$ cat src/rtl/pcw_pkg.sv
package pcw_pkg;
  typedef enum logic [2:0] {
    CK_NORM    = 3'd0,
    CK_UNC     = 3'd1,
    CK_AND     = 3'd2,
    CK_OR      = 3'd3,
    CK_ORANDCM = 3'd4
  } cmp_kind_e;

  typedef enum logic [2:0] {
    RF_EQ  = 3'd0,
    RF_NE  = 3'd1,
    RF_LT  = 3'd2,
    RF_LE  = 3'd3,
    RF_GT  = 3'd4,
    RF_GE  = 3'd5,
    RF_LTU = 3'd6,
    RF_GEU = 3'd7
  } rel_fn_e;

  typedef struct packed {
    logic en1;
    logic val1;
    logic en2;
    logic val2;
  } tgt_wr_t;
endpackage

$ cat src/rtl/pcw_relation.sv
module pcw_relation #(
  parameter int DW = 64,
  localparam int BW = $clog2(DW)
) (
  input  logic          rel_sel,
  input  logic [2:0]    rel_fn,
  input  logic [DW-1:0] src_a,
  input  logic [DW-1:0] src_b,
  input  logic          nat_a,
  input  logic          nat_b,
  input  logic [BW-1:0] bit_pos,
  output logic          rel_o
);
  import pcw_pkg::*;

  logic cmp_res;
  logic raw;

  always_comb begin
    unique case (rel_fn_e'(rel_fn))
      RF_EQ:   cmp_res = (src_a == src_b);
      RF_NE:   cmp_res = (src_a != src_b);
      RF_LT:   cmp_res = ($signed(src_a) <  $signed(src_b));
      RF_LE:   cmp_res = ($signed(src_a) <= $signed(src_b));
      RF_GT:   cmp_res = ($signed(src_a) >  $signed(src_b));
      RF_GE:   cmp_res = ($signed(src_a) >= $signed(src_b));
      RF_LTU:  cmp_res = (src_a <  src_b);
      RF_GEU:  cmp_res = (src_a >= src_b);
      default: cmp_res = 1'b0;
    endcase
  end

  assign raw   = rel_sel ? src_a[bit_pos] : cmp_res;
  // a deferred exception on either source turns the result false
  assign rel_o = raw & ~(nat_a | nat_b);
endmodule

$ cat src/rtl/pcw_write_ctl.sv
module pcw_write_ctl (
  input  logic             valid,
  input  logic [2:0]       kind,
  input  logic             qp,
  input  logic             rel,
  output pcw_pkg::tgt_wr_t wr
);
  import pcw_pkg::*;

  always_comb begin
    wr = '0;
    if (valid) begin
      unique case (cmp_kind_e'(kind))
        CK_NORM: begin
          wr.en1  = qp;
          wr.en2  = qp;
          wr.val1 = rel;
          wr.val2 = ~rel;
        end
        CK_UNC: begin
          wr.en1  = 1'b1;
          wr.en2  = 1'b1;
          wr.val1 = qp & rel;
          wr.val2 = qp & ~rel;
        end
        CK_AND: begin
          wr.en1  = qp & ~rel;
          wr.en2  = qp & ~rel;
          wr.val1 = 1'b0;
          wr.val2 = 1'b0;
        end
        CK_OR: begin
          wr.en1  = qp & rel;
          wr.en2  = qp & rel;
          wr.val1 = 1'b1;
          wr.val2 = 1'b1;
        end
        CK_ORANDCM: begin
          wr.en1  = qp & rel;
          wr.en2  = qp & rel;
          wr.val1 = 1'b1;
          wr.val2 = 1'b0;
        end
        default: wr = '0;
      endcase
    end
  end
endmodule

$ cat src/rtl/pcw_pred_file.sv
module pcw_pred_file #(
  parameter int NE  = 64,
  parameter int NRD = 3,
  localparam int AW = $clog2(NE)
) (
  input  logic                   clk,
  input  logic                   rst,
  input  logic                   we1,
  input  logic [AW-1:0]          wa1,
  input  logic                   wd1,
  input  logic                   we2,
  input  logic [AW-1:0]          wa2,
  input  logic                   wd2,
  input  logic [NRD-1:0][AW-1:0] ra,
  output logic [NRD-1:0]         rd,
  output logic [NE-1:0]          snap_o
);
  // entry 0 has no storage: it is a constant true
  logic [NE-1:1] bits;

  always_ff @(posedge clk) begin
    if (rst) begin
      bits <= '0;
    end else begin
      if (we2 && wa2 != '0) bits[wa2] <= wd2;
      // issued last so that target one wins an aliased pair
      if (we1 && wa1 != '0) bits[wa1] <= wd1;
    end
  end

  for (genvar g = 0; g < NRD; g++) begin : g_rd
    assign rd[g] = (ra[g] == '0) ? 1'b1 : bits[ra[g]];
  end

  assign snap_o = {bits, 1'b1};
endmodule

$ cat src/rtl/pred_cmp_wb.sv
module pred_cmp_wb #(
  parameter int NPRED = 64,
  parameter int DW    = 64,
  localparam int AW   = $clog2(NPRED),
  localparam int BW   = $clog2(DW)
) (
  input  logic          clk,
  input  logic          rst,
  input  logic          op_valid,
  input  logic [2:0]    cmp_kind,
  input  logic          rel_sel,
  input  logic [2:0]    rel_fn,
  input  logic [DW-1:0] src_a,
  input  logic [DW-1:0] src_b,
  input  logic          nat_a,
  input  logic          nat_b,
  input  logic [BW-1:0] bit_pos,
  input  logic [AW-1:0] qp_idx,
  input  logic [AW-1:0] t1_idx,
  input  logic [AW-1:0] t2_idx,
  input  logic [AW-1:0] rd_qp_idx,
  input  logic [AW-1:0] rd_br_idx,
  output logic          rd_qp_val,
  output logic          rd_br_val
);
  import pcw_pkg::*;

  localparam int NRD = 3;

  logic                   rel_final;
  logic                   qp_val;
  tgt_wr_t                wr;
  logic [NRD-1:0][AW-1:0] ra;
  logic [NRD-1:0]         rd;
  logic [NPRED-1:0]       pred_snap;

  pcw_relation #(.DW(DW)) u_rel (
    .rel_sel (rel_sel),
    .rel_fn  (rel_fn),
    .src_a   (src_a),
    .src_b   (src_b),
    .nat_a   (nat_a),
    .nat_b   (nat_b),
    .bit_pos (bit_pos),
    .rel_o   (rel_final)
  );

  pcw_write_ctl u_ctl (
    .valid (op_valid),
    .kind  (cmp_kind),
    .qp    (qp_val),
    .rel   (rel_final),
    .wr    (wr)
  );

  assign ra[0] = rd_qp_idx;
  assign ra[1] = rd_br_idx;
  assign ra[2] = qp_idx;

  pcw_pred_file #(.NE(NPRED), .NRD(NRD)) u_file (
    .clk    (clk),
    .rst    (rst),
    .we1    (wr.en1),
    .wa1    (t1_idx),
    .wd1    (wr.val1),
    .we2    (wr.en2),
    .wa2    (t2_idx),
    .wd2    (wr.val2),
    .ra     (ra),
    .rd     (rd),
    .snap_o (pred_snap)
  );

  assign rd_qp_val = rd[0];
  assign rd_br_val = rd[1];
  assign qp_val    = rd[2];
endmodule

$ cat config.mk
export PLATFORM = sky130hd
export DESIGN_NAME = pred_cmp_wb
export DESIGN_NICKNAME = d
export VERILOG_FILES = /design/src/rtl/pcw_pkg.sv /design/src/rtl/pcw_relation.sv /design/src/rtl/pcw_write_ctl.sv /design/src/rtl/pcw_pred_file.sv /design/src/rtl/pred_cmp_wb.sv
export SDC_FILE = /design/constraint.sdc
export NUM_CORES = 1
export LEC_CHECK = 0
export BUFFER_PORTS_ARGS = -buffer_cell sky130_fd_sc_hd__buf_2
export CAP_MARGIN = 10
export CELL_PAD_IN_SITES_DETAIL_PLACEMENT = 1
export CELL_PAD_IN_SITES_GLOBAL_PLACEMENT = 1
export CORE_ASPECT_RATIO = 0.75
export CORE_UTILIZATION = 44
export CTS_CLUSTER_DIAMETER = 100
export DETAILED_ROUTE_END_ITERATION = 6
export PLACE_DENSITY_LB_ADDON = 0.1
export SYNTH_ARGS = -nofsm -noshare
export SYNTH_HDL_FRONTEND = slang
export SYNTH_SLANG_ARGS = --single-unit
$ cat constraint.sdc
create_clock -name clk -period 3.74 [get_ports clk]
set_input_delay 0.187 -clock clk [delete_from_list [all_inputs] [get_ports clk]]
set_output_delay 0.187 -clock clk [all_outputs]
set_load 0.02 [all_outputs]
-- After elaboration in Yosys (flattened, before gate mapping)
Index checks and enable logic that the tools add are counted.
- flip-flop bits (word level): 63
- bits of input ports: 176
- word-level logic and storage cells: 69
- order comparisons: 14
- equality and inequality tests: 13
- muxes and demuxes: 24
- bitwise operators: 6
- reduce and logical (&&, ||, !) cells: 11
- operators with widths (kind ; number):
    $mux 63 ; 3
    $ge 64x64->1 ; 2
    $lt 64x64->1 ; 2
    $bwmux 63 ; 2
    $eq 64x64->1 ; 1
    $gt 64x64->1 ; 1
    $le 64x64->1 ; 1
    $ne 64x64->1 ; 1
    $lt 6x7->1 const B ; 6
    $bmux 1 s6 ; 4
    $pmux 4 s5 ; 1
    $logic_not 6->1 ; 3
    $eq 3x3->1 const B ; 5
    $demux 1 s6 ; 2
    $eq 3x2->1 const B ; 4
    $ge 6x1->1 const B ; 2
    $reduce_bool 6->1 ; 2
    $mux 1 ; 10
    $pmux 1 s8 ; 1
    $eq 3x1->1 const B ; 2
    $logic_not 3->1 ; 2
    $logic_and 1x1->1 ; 4
    $mux 4 ; 1
    $and 1x1->1 ; 3
    other kinds (2) ; 3

-- Depth between registers and ports, before layout
Gate-level depths: netlist (run 1).
- depth in word-level cells: 13
- mapped depth: 14
- depth with buffers taken out: 11

-- Hierarchy
Synthesis (run 1) repeated with hierarchy kept, for this count alone.
- cell total of the unflattened synthesis: 926
- area, all modules: 7718.7 sq um
- modules (own cells, without submodules) (module ; instances ; cells an instance ; area each (sq um) ; sequential area each (sq um)):
    pcw_pred_file ; 1 ; 633 ; 5350.1 ; 1261.2
    pcw_relation ; 1 ; 278 ; 2282.2 ; 0.0
    pcw_write_ctl ; 1 ; 15 ; 86.3 ; 0.0

-- Least setup slack after synthesis (run 1)
No wires, ideal clock.
- kind: input -> register
- start point: in src_b[14]
- end point: reg u_file.bits[10] (netlist name)
- arrival: 3.122 ns
- required time: 3.654 ns
- slack: 0.531 ns
- stages on the path: 12
- path buffers: 1
- cells stage by stage: inv_1 ha_1 nand4_1 nor2_1 a211o_1 or4_1 a211o_1 o31a_2 a22oi_2 dlymetal6s2s_1 o211ai_1 a221oi_2
- cells in the longest elaborated chain, start to end: 13
- elaborated cells between the ends (all ways): 23
- those cells by class: order compare: 6; eq/ne: 2; mux: 9; bitwise: 4; reduce/logical: 2
- RTL lines (what ; RTL line ; RTL):
    start, declared ; pred_cmp_wb.sv:14 ; input logic [DW-1:0] src_b,
    $ge 64x64->1 (tied with other cells) ; pcw_relation.sv:28 ; RF_GEU: cmp_res = (src_a >= src_b);
    $pmux 1 s8 * ; pcw_relation.sv:20 ; unique case (rel_fn_e'(rel_fn))
    $mux 1 * ; pcw_relation.sv:33 ; assign raw = rel_sel ? src_a[bit_pos] : cmp_res;
    $and 1x1->1 * ; pcw_relation.sv:35 ; assign rel_o = raw & ~(nat_a | nat_b);
    $not 1->1 ; - ;
    $and 1x1->1 ; pcw_write_ctl.sv:24, pcw_write_ctl.sv:27, pcw_write_ctl.sv:28 ;
    $pmux 4 s5 * ; pcw_write_ctl.sv:13 ; unique case (cmp_kind_e'(kind))
    $mux 4 * ; pcw_write_ctl.sv:12 ; if (valid) begin
    $bwmux 63 / $logic_and 1x1->1 (equally long branches) ; pcw_pred_file.sv:25 ; if (we2 && wa2 != '0) bits[wa2] <= wd2;
    $mux 63 ; pcw_pred_file.sv:25 ;
    $mux 63 ; pcw_pred_file.sv:22 ; if (rst) begin
    $bwmux 63 ; pcw_pred_file.sv:27 ; if (we1 && wa1 != '0) bits[wa1] <= wd1;
    $mux 63 * ; pcw_pred_file.sv:27 ;
    end signal, assigned by index ; pcw_pred_file.sv:25 ;
    end signal, assigned by index ; pcw_pred_file.sv:27 ;
    end, declared ; pcw_pred_file.sv:19 ; logic [NE-1:1] bits;
Every way passes the cells marked *; elsewhere a longest branch is shown, timed or not. The select of a mux whose other input is x is not followed.
A chain may end at the register's enable or synchronous reset.

-- Worst setup path after layout (run 1)
- start point: in qp_idx[0]
- end point: reg u_file.bits[33] (netlist name)
- cells in the longest elaborated chain, start to end: 11
- elaborated cells between the ends (all ways): 15
- those cells by class: mux: 10; bitwise: 2; reduce/logical: 3
- RTL lines (what ; RTL line ; RTL):
    start, declared ; pred_cmp_wb.sv:18 ; input logic [AW-1:0] qp_idx,
    $bmux 1 s6 ; pcw_pred_file.sv:32 ; assign rd[g] = (ra[g] == '0) ? 1'b1 : bits[ra[g]];
    $mux 1 (implied by the code) ; pcw_pred_file.sv:32 ;
    $mux 1 * ; pcw_pred_file.sv:32 ;
    $and 1x1->1, on equally long branches ; - ;
    $pmux 4 s5 * ; pcw_write_ctl.sv:13 ;
    $mux 4 * ; pcw_write_ctl.sv:12 ;
    $bwmux 63 / $logic_and 1x1->1 (equally long branches) ; pcw_pred_file.sv:25 ;
    $mux 63 ; pcw_pred_file.sv:25 ;
    $mux 63 ; pcw_pred_file.sv:22 ;
    $bwmux 63 ; pcw_pred_file.sv:27 ;
    $mux 63 * ; pcw_pred_file.sv:27 ;
Marks and branches as above.

==> key figures, run 1 <==
Outcome
  • Outcome: complete, no violations

Placement
  • Post-DP Area: 11700 um2
  • Input/output buffers: 177
  • Final HPWL DP: 33.6 mm
  • RePlAce Congestion: 0.922
  • Dpl cells: 1680

Layout
  • Fraction of layout cells with a size suffix above 1: 0.294
  • Biggest register: u_file.bits
  • Non-filler instance count after layout: 1698
  • Area growth from synthesis to layout: 12.9%
  • Biggest regs: u_file.bits x63
  • Fin area: 12000 um2
  • Max FFs per register: 63
  • Final #Nets: 1631

Die
  • Die height: 136 um
  • Chip Width: 181 um
  • FP Rows: 48
  • Die ar.: 24700 um2
  • Core Area: 23300 um2
  • Starting density of the core: 0.455
  • Number of I/O pins: 178

Min path
  • Hold EP: u_file.bits[21]
  • Hold wc startpoint: u_file.bits[21]
  • Hold WC Path Type: flop to flop
  • Worst hold path depth: 2

Clock tree
  • Clk buf depth: 2
  • CTS tree: done
  • Post-cts repair resize count: 0
  • Hold Buf Count CTS: 0
  • Clock Latency Late Sink: 0.34 ns
  • Postcts setup bufs: 0
  • CTS sink count: 63
  • CTS Buf Count: 9
  • Clock slew at the register clock pins of the worst setup and hold paths: 0.06 ns
  • Root buf cell: clkbuf_16
  • Htree depth: 3

STA
  • Clock skew: 0.00998 ns
  • Worst Max-Slew Pin Slew: 1.14 ns
  • Max-slew violations: 0
  • Final setup violation count: 0
  • Slew headroom: 0.237
  • Fin Setup TNS: 0 ns
  • Crit share post-route: 0.955
  • Minimum clock period: 3.57 ns
  • RSZ-0062 raised after global routing: false
  • Final Hold Viols: 0
  • Fmax: 280 MHz

Power and ir drop
  • Leak: 4.28 nW
  • Net Sw Frac: 0.398
  • Power Total: 0.00272 W
  • Clk pwr share: 0.308
  • Cell Pwr Density: 228 nW/um2
  • Switching component of the power: 0.00108 W
  • Peak supply drop: 0.000212 V
  • Cell internal pwr: 0.00164 W
  • Reg power frac: 0.277
  • Comb pwr share: 0.415

Synth
  • Syn avg cell area: 8.32 um2
  • Top-count cell post-synth: nand2_1
  • Main combinational cell family by area after synthesis: compound AO/OA/AOI/OAI gates
  • Mux contribution to synthesized area: 0.168
  • Synth Instances: 1274
  • Synth top area cells: mux4_2, dfxtp_1, o211ai_1
  • Synth warnings: 0
  • Top cell type's share of synthesized area: 0.128
  • Syn nets: 1514
  • Asr flop ratio synth: 0
  • Largest area contributor in the netlist: mux4_2
  • Xor/xnor share of the synthesized area: 0
  • Synth top cells by count: nand2_1, inv_1, o211ai_1
  • Post-synth EDFFs: 0
  • Simple-gate share of the synthesized area: 0.177
  • Post-Syn Area: 10600 um2
  • Yosys reg bits: 63
  • Post-synthesis compound-gate area fraction: 0.325
  • Sequential cell area fraction in the yosys report: 0.119
  • Netlist cell types: 67
  • Post-Synth Adder-Cell Area: 0.0756
  • Synth Flop Type: dfxtp_1

Worst setup path
  • Critical Setup Path Class: input pin to flop
  • CP arrival: 3.77 ns
  • R2r setup slk: 0.33 ns
  • RR Startpoint: u_file.bits[61]
  • Crit path required time: 3.94 ns
  • Max Fanout on Critical Path: 17
  • Worst reg-to-reg path cell count: 9
  • CP Launch Type: input pin
  • Crit. End Element: flop
  • Critical R2R Capture: u_file.bits[33]

Detailed routing
  • Drt pass-1 iters: 7
  • Metal-1 WL: 20.0 mm
  • Highest Signal Layer: met4
  • Post-DRT Antenna Nets: 0
  • Post-Route WL: 46.9 mm
  • Met2 wire len: 19.1 mm
  • Vias: 12000
  • Via density: 7.07
  • Iteration-0 DRC Markers: 1438
  • DRC: 0
  • WL/cell: 27.6 um
  • Met3 Wirelength: 6.75 mm

GRT
  • Total track usage: 0.377
  • Grt ovf: 0
  • First-pass GRT wire length: 71.1 mm
  • Pin count of the biggest net entering global routing: 65
  • Initial antenna violation count: 1
  • Number of global-route vias before repair: 11900

Run
  • Max_cap viols: 0
[per-layer routing]
layer	up-vias	GRT usage
met5	-	0
met4	0	0.0998
met3	105	0.135
met2	755	0.542
met1	5904	0.527
li1	5240	-
[power groups by stage]
stage	combinational, W	clock [W]	sequential, W
after floorplan	0.000710	0	0.000742
after global routing	0.00120	0.000846	0.000752
after global placement	0.00107	0	0.000760
after CTS	0.00110	0.000820	0.000747
final	0.00113	0.000839	0.000753
after detailed placement	0.00110	0	0.000762
[final cells by class]
cell class	instances	area, um2
fill	2886	11300
tap	300	375
sequential	63	1260
timing repair buffer	251	1600
clock buffer	12	256
inverter	134	503
multi-input combinational	932	7930
clock inverter	4	20.0
antenna	2	5.00
[worst max path at each step]
stage	start	to	cells after the start
after floorplan	src_b[14]	u_file.bits[10]	12
after global placement	qp_idx[0]	u_file.bits[39]	10
after detailed placement	qp_idx[0]	u_file.bits[33]	10
after CTS	qp_idx[0]	u_file.bits[33]	10
after global routing	qp_idx[0]	u_file.bits[56]	11
final	qp_idx[0]	u_file.bits[33]	10
[placed cells by master (no fill, tap or decap), drive strengths merged, types with 10 or more instances in the layout]
master  count
nor4       68
buf       251
nor2       78
mux2i      16
nor3b      10
ha         64
nand2     145
nand4      17
a221oi    128
inv       134
dfxtp      63
o211ai    127
a21oi      30
o31ai      63
mux4       69
o21ai      11
nand3      13
clkbuf     12
[worst max-delay path, stage by stage]
cell and delay (ns):
buf_2 0.52, mux4_1 0.75, mux4_2 0.54, mux2_2 0.30
mux2i_4 0.27, and2_2 0.33, buf_4 0.27, nor4_1 0.09
a221oi_1 0.38, a221oi_2 0.11
[through the flow]
stage          setup slack, ns  hold slack (ns)   util
6_report                 0.170            0.547  0.513
3_3_place_gp           0.00111            0.528  0.501
2_1_floorplan            0.531            0.376      -
4_1_cts                  0.275            0.544  0.513
3_5_place_dp           -0.0737            0.532  0.501
5_1_grt                  0.121            0.571  0.513
[cell families (layout without fill, tap and decap cells)]
group,Yosys count,in the layout
DFF,63,63
adders and majority gates,64,64
muxes,87,87
other,0,2
and+or+nand+nor,385,385
AOI/OAI and AO/OA,396,396
buffers and inverters,279,401
Note: power is estimated with default switching activity, not from simulation.
==> run 2: changes to the inputs <==
--- a/config.mk
+++ b/config.mk
@@ -5,12 +5,13 @@
 export SDC_FILE = /design/constraint.sdc
 export NUM_CORES = 1
 export LEC_CHECK = 0
+export ABC_AREA = 1
 export BUFFER_PORTS_ARGS = -buffer_cell sky130_fd_sc_hd__buf_2
 export CAP_MARGIN = 10
 export CELL_PAD_IN_SITES_DETAIL_PLACEMENT = 1
 export CELL_PAD_IN_SITES_GLOBAL_PLACEMENT = 1
 export CORE_ASPECT_RATIO = 0.75
-export CORE_UTILIZATION = 44
+export CORE_UTILIZATION = 38
 export CTS_CLUSTER_DIAMETER = 100
 export DETAILED_ROUTE_END_ITERATION = 6
 export PLACE_DENSITY_LB_ADDON = 0.1
==> run 2 against run 1 <==
  * Sequential power down 10%
  * Count of clock-buffer cells in the layout down 2
  * Setup slack better by 0.33 ns
  * Power down 7.3%
  * Critical path depth up 14
  * Routed wire length down 11%
  * First-iteration DRC count down 19%
  * Largest power group is now the clock network
  * Die area up 0.33%
  * Combinational power down 27%
  * Register-to-register slack better by 0.47 ns
  * Global-route usage down 4.1 points
==> key figures, run 2 <==
Layout
  • Fraction of layout cells with a size suffix above 1: 0.131
  • Biggest register: u_file.bits
  • Area growth from synthesis to layout: 15.3%
  • Most frequent cells in the layout: nor2_1, nand2_1, o21ai_0
  • Max FFs per register: 63
  • Biggest regs: u_file.bits x63
  • N_diodes: 0
  • Fin area: 10600 um2
  • Most common cell after layout, fill and taps aside: nor2_1
  • Final #Nets: 2022

STA
  • Clock skew: 0.00806 ns
  • RSZ-0062 raised after global routing: false
  • Final Hold Viols: 0
  • Crit share post-route: 0.867
  • Final setup violation count: 0
  • Minimum clock period: 3.24 ns
  • Fin Setup TNS: 0 ns
  • Worst Max-Slew Pin Slew: 1.05 ns
  • Slew headroom: 0.293
  • Max-slew violations: 0
  • Fmax: 308 MHz

Min path
  • Hold WC Path Type: input pin to flop

Clock tree
  • Clock Latency Late Sink: 0.36 ns
  • Hold Buf Count CTS: 0
  • Post-cts repair resize count: 0
  • Root buf cell: clkbuf_16
  • CTS Buf Count: 9
  • CTS tree: done
  • Postcts setup bufs: 0
  • Htree depth: 3
  • CTS sink count: 63
  • Clock slew at the register clock pins of the worst setup and hold paths: 0.06 ns
  • Clk buf depth: 2

GRT
  • Number of global-route vias before repair: 11700
  • First-pass GRT wire length: 65.0 mm
  • Grt ovf: 0
  • Initial antenna violation count: 0
  • Pin count of the biggest net entering global routing: 72
  • Total track usage: 0.336

Synth
  • Synth Instances: 1677
  • Yosys reg bits: 63
  • Asr flop ratio synth: 0
  • Largest area contributor in the netlist: dfxtp_1
  • Syn nets: 1917
  • Synth Flop Type: dfxtp_1
  • Sequential cell area fraction in the yosys report: 0.137
  • Synth warnings: 0
  • Post-Syn Area: 9180 um2
  • Syn avg cell area: 5.47 um2
  • Synth top cells by count: nor2_1, nand2_1, o21ai_0
  • Top cell type's share of synthesized area: 0.137
  • Synth top area cells: dfxtp_1, o21ai_0, nor2_1
  • Netlist cell types: 41
  • Post-synth EDFFs: 0
  • Top-count cell post-synth: nor2_1

Power and ir drop
  • Peak supply drop: 0.000228 V
  • Cell Pwr Density: 238 nW/um2
  • Leak: 4.67 nW

Die
  • Number of I/O pins: 178
  • Chip Width: 181 um
  • Die height: 137 um
  • Die ar.: 24800 um2
  • Core Area: 23400 um2
  • Starting density of the core: 0.393
  • FP Rows: 48

Detailed routing
  • Iteration-0 DRC Markers: 1158
  • Vias: 12300
  • Drt pass-1 iters: 5
  • Via density: 5.90
  • Post-Route WL: 41.6 mm
  • Post-DRT Antenna Nets: 0
  • WL/cell: 19.9 um
  • DRC: 0

Worst setup path
  • Cells along the critical path: buf_2 -> ha_1 -> nand2_1 -> nor2_1 -> nand4_1 -> inv_1 -> nand3_1 -> nor2_2 -> nand4_1 -> nand3_1 -> nand2_1 -> o21ai_1 -> a21oi_1 -> nand3_1 -> nand2_1 -> nand2_1 -> nand4_1 -> nand3_2 -> nand3_4 -> buf_12 -> nand2_1 -> nand2_1 -> nor2_1 -> nor2_1
  • Critical Setup Path Class: input pin to flop
  • CP arrival: 3.49 ns
  • Crit path top cell by count: nand2_1
  • Crit path required time: 3.99 ns
  • Critical-path top delay cell: nand3_4
  • CP max stage delay: 0.32 ns
  • Max Fanout on Critical Path: 40
  • Crit. End Element: flop
  • Delay-heaviest family, CP: simple AND/OR/NAND/NOR gates
  • R2r setup slk: 0.80 ns
  • Worst Path Buf+Inv: 3
  • CP Launch Type: input pin

Run
  • Max_cap viols: 0

Placement
  • Input/output buffers: 177
  • RePlAce Congestion: 0.894
  • Final HPWL DP: 30.3 mm
  • Post-DP Area: 10200 um2

Outcome
  • Outcome: complete, no violations
run 2: cells by family after synthesis:
kind of cell | synth area share
compound gates | 0.290
fa+ha+maj | 0.0872
buf+inv | 0.117
flops | 0.137
simple gates | 0.369
run 2: per-layer routing:
metal | routed length [um] | global-route usage | up-vias | share of wire
met4 | 697 | 0.0847 | 0 | 0.017
met3 | 4510 | 0.0756 | 67 | 0.11
li1 | - | - | 5936 | -
met1 | 19400 | 0.484 | 5818 | 0.47
met2 | 17000 | 0.498 | 489 | 0.41
met5 | 0 | 0 | - | 0
run 2: final cells by class:
cell class                 instances  area (um2)
sequential                        63        1260
clock buffer                      10         239
multi-input combinational       1349        6860
tap                              300         375
fill                            3375       12800
inverter                         155         582
clock inverter                     6         108
timing repair buffer             204        1170
run 2: power by group:
part           switching [W]  internal [W]
combinational       0.000551      0.000272
sequential        0.00000362      0.000673
clock               0.000358      0.000667
total               0.000912       0.00161
run 2: stage by stage:
step                      total power, W   util  setup slack (ns)  hold slack (ns)  cells
after global placement           0.00148  0.438             0.270            0.563   2071
after detailed placement         0.00150  0.438             0.201            0.602   2071
after CTS                        0.00252  0.453             0.536            0.347   2087
after global routing             0.00265  0.453             0.154            0.399   2087
final                            0.00252  0.453             0.498            0.359   2087
after floorplan                  0.00119      -              1.14            0.431   1677
run 2: worst reg2reg max path, stage by stage, from the launching register on:
cell and delay, ns:
dfxtp_1 0.46, inv_1 0.13, a21oi_1 0.12, o21ai_0 0.09
o21ai_0 0.15, o211ai_1 0.12, nand3_1 0.08, nand3_1 0.08
o311ai_1 0.22, nand4_1 0.22, nand3_2 0.17, nand3_4 0.32
buf_12 0.32, nand2_1 0.12, nand2_1 0.07, nor2_1 0.12
nor2_1 0.04
run 2: final timing paths:
check	start	end	cells after the start
hold / removal	t1_idx[4]	u_file.bits[33]	5
setup / recovery	src_a[47]	u_file.bits[50]	24
setup reg to reg	u_file.bits[57]	u_file.bits[50]	16
hold reg to reg	u_file.bits[6]	u_file.bits[6]	4
==> run 3: changes to the inputs <==
--- a/config.mk
+++ b/config.mk
@@ -5,13 +5,13 @@
 export SDC_FILE = /design/constraint.sdc
 export NUM_CORES = 1
 export LEC_CHECK = 0
-export ABC_AREA = 1
 export BUFFER_PORTS_ARGS = -buffer_cell sky130_fd_sc_hd__buf_2
 export CAP_MARGIN = 10
 export CELL_PAD_IN_SITES_DETAIL_PLACEMENT = 1
 export CELL_PAD_IN_SITES_GLOBAL_PLACEMENT = 1
 export CORE_ASPECT_RATIO = 0.75
-export CORE_UTILIZATION = 38
+export CORE_MARGIN = 3
+export CORE_UTILIZATION = 44
 export CTS_CLUSTER_DIAMETER = 100
 export DETAILED_ROUTE_END_ITERATION = 6
 export PLACE_DENSITY_LB_ADDON = 0.1
==> run 3 against run 2 <==
  * First-iteration DRC count up 30%
  * Flip-flop and latch count unchanged
  * Final cell count down 19%
  * Via count down 2.1%
  * Fmax down 8.4%
  * Global-route usage up 2.3 points
  * Die area up 4.9%
  * Count of clock-buffer cells in the layout up 1
  * Setup slack worse by 0.30 ns
  * Routed wire length up 15%
==> key figures, run 3 (synthesized netlist as in run 1, its figures left out) <==
Clock tree
  • CTS tree: done
  • Postcts setup bufs: 0
  • Clk buf depth: 2
  • Clock Latency Late Sink: 0.36 ns
  • Hold Buf Count CTS: 0
  • Htree depth: 3
  • Root buf cell: clkbuf_16
  • CTS Buf Count: 9
  • Clock slew at the register clock pins of the worst setup and hold paths: 0.06 ns
  • Post-cts repair resize count: 0
  • CTS sink count: 63

Layout
  • Max FFs per register: 63
  • Biggest regs: u_file.bits x63
  • N_diodes: 0
  • Most frequent cells in the layout: buf_2, nand2_1, inv_1
  • Area growth from synthesis to layout: 13.2%
  • Final #Nets: 1621
  • Most common cell after layout, fill and taps aside: buf_2
  • Fraction of layout cells with a size suffix above 1: 0.289
  • Biggest register: u_file.bits

Detailed routing
  • Iteration-0 DRC Markers: 1508
  • Post-DRT Antenna Nets: 0
  • DRC: 0
  • Vias: 12000
  • Via density: 7.15
  • WL/cell: 28.3 um
  • Post-Route WL: 47.7 mm
  • Drt pass-1 iters: 6

Worst setup path
  • Crit path required time: 3.94 ns
  • Critical Setup Path Class: flop to flop
  • R2r setup slk: 0.20 ns
  • Worst Path Buf+Inv: 2
  • CP arrival: 3.74 ns
  • Critical-path top delay cell: mux4_4
  • Crit path top cell by count: buf_12
  • Max Fanout on Critical Path: 36
  • Cells along the critical path: mux4_4 -> mux4_2 -> mux2_2 -> mux2i_4 -> and2_2 -> buf_12 -> a31oi_4 -> buf_12 -> o31ai_1 -> a221oi_2
  • Delay-heaviest family, CP: multiplexers
  • CP max stage delay: 0.64 ns
  • CP Launch Type: flop
  • Crit. End Element: flop

GRT
  • Met2 Track Usage GR: 0.522
  • Grt ovf: 0
  • Initial antenna violation count: 1
  • Busiest grt layer: met2
  • Number of global-route vias before repair: 12100
  • Total track usage: 0.358
  • First-pass GRT wire length: 72.2 mm
  • Pin count of the biggest net entering global routing: 65
  • M1 GR Usage: 0.500
  • Met3 Use GR: 0.144

STA
  • Worst Max-Slew Pin Slew: 1.30 ns
  • Crit share post-route: 0.947
  • Clock skew: 0.0156 ns
  • Fmax: 282 MHz
  • Minimum clock period: 3.54 ns
  • Slew headroom: 0.129
  • Fin Setup TNS: 0 ns
  • RSZ-0062 raised after global routing: false
  • Final Hold Viols: 0
  • Final setup violation count: 0
  • Max-slew violations: 0
  • Hold slack: 0.542 ns

Placement
  • Final HPWL DP: 33.7 mm
  • RePlAce Congestion: 0.949
  • Input/output buffers: 177

Die
  • Die ar.: 26000 um2
  • Chip Width: 185 um
  • FP Rows: 48
  • Die height: 140 um
  • Core Area: 23400 um2
  • Starting density of the core: 0.453
  • Number of I/O pins: 178

Run
  • Max_cap viols: 0

Power and ir drop
  • Cell Pwr Density: 251 nW/um2
  • Leak: 4.28 nW
  • Power Total: 0.00301 W
  • Peak supply drop: 0.000211 V

Min path
  • Hold WC Path Type: flop to flop

Outcome
  • Outcome: complete, no violations
run 3: worst min-delay path, stage by stage (launching register included):
cell	delay, ns
dfxtp_1	0.33
inv_1	0.10
a221oi_2	0.07
run 3: routing by layer:
metal	share of wire	vias up
met5	0	-
met4	0.021	0
met3	0.14	111
met2	0.42	770
met1	0.41	5945
li1	-	5223
run 3: report_power, final:
| group | leakage (nW) | internal, W | switching (W) |
|---|---|---|---|
| clock | 0.182 | 0.000757 | 0.000373 |
| sequential | 0.512 | 0.000706 | 0.0000477 |
| combinational | 3.59 | 0.000450 | 0.000677 |
run 3: final cells by class:
class | count | area [um2]
clock buffer | 11 | 253
clock inverter | 5 | 128
fill | 2799 | 11400
inverter | 134 | 503
multi-input combinational | 932 | 7930
sequential | 63 | 1260
tap | 300 | 375
timing repair buffer | 241 | 1540
run 3: through the flow:
stage | cell area (um2) | utilization | setup slack, ns | cells
finish | 12000 | 0.513 | 0.200 | 1686
global placement | 11600 | 0.497 | 0.0997 | 1670
global route | 12000 | 0.513 | 0.171 | 1686
CTS | 12000 | 0.513 | 0.290 | 1686
detailed placement | 11600 | 0.497 | -0.00864 | 1670
floorplan | 10600 | - | 0.531 | 1274
run 3: path summary, 6_finish.rpt:
| kind | depth (start not counted) | end | from |
|---|---|---|---|
| worst min-delay path | 2 | u_file.bits[8] | u_file.bits[8] |
| worst max register to register | 10 | u_file.bits[16] | u_file.bits[42] |
| worst min register to register | 2 | u_file.bits[8] | u_file.bits[8] |
| worst max-delay path | 10 | u_file.bits[16] | u_file.bits[42] |
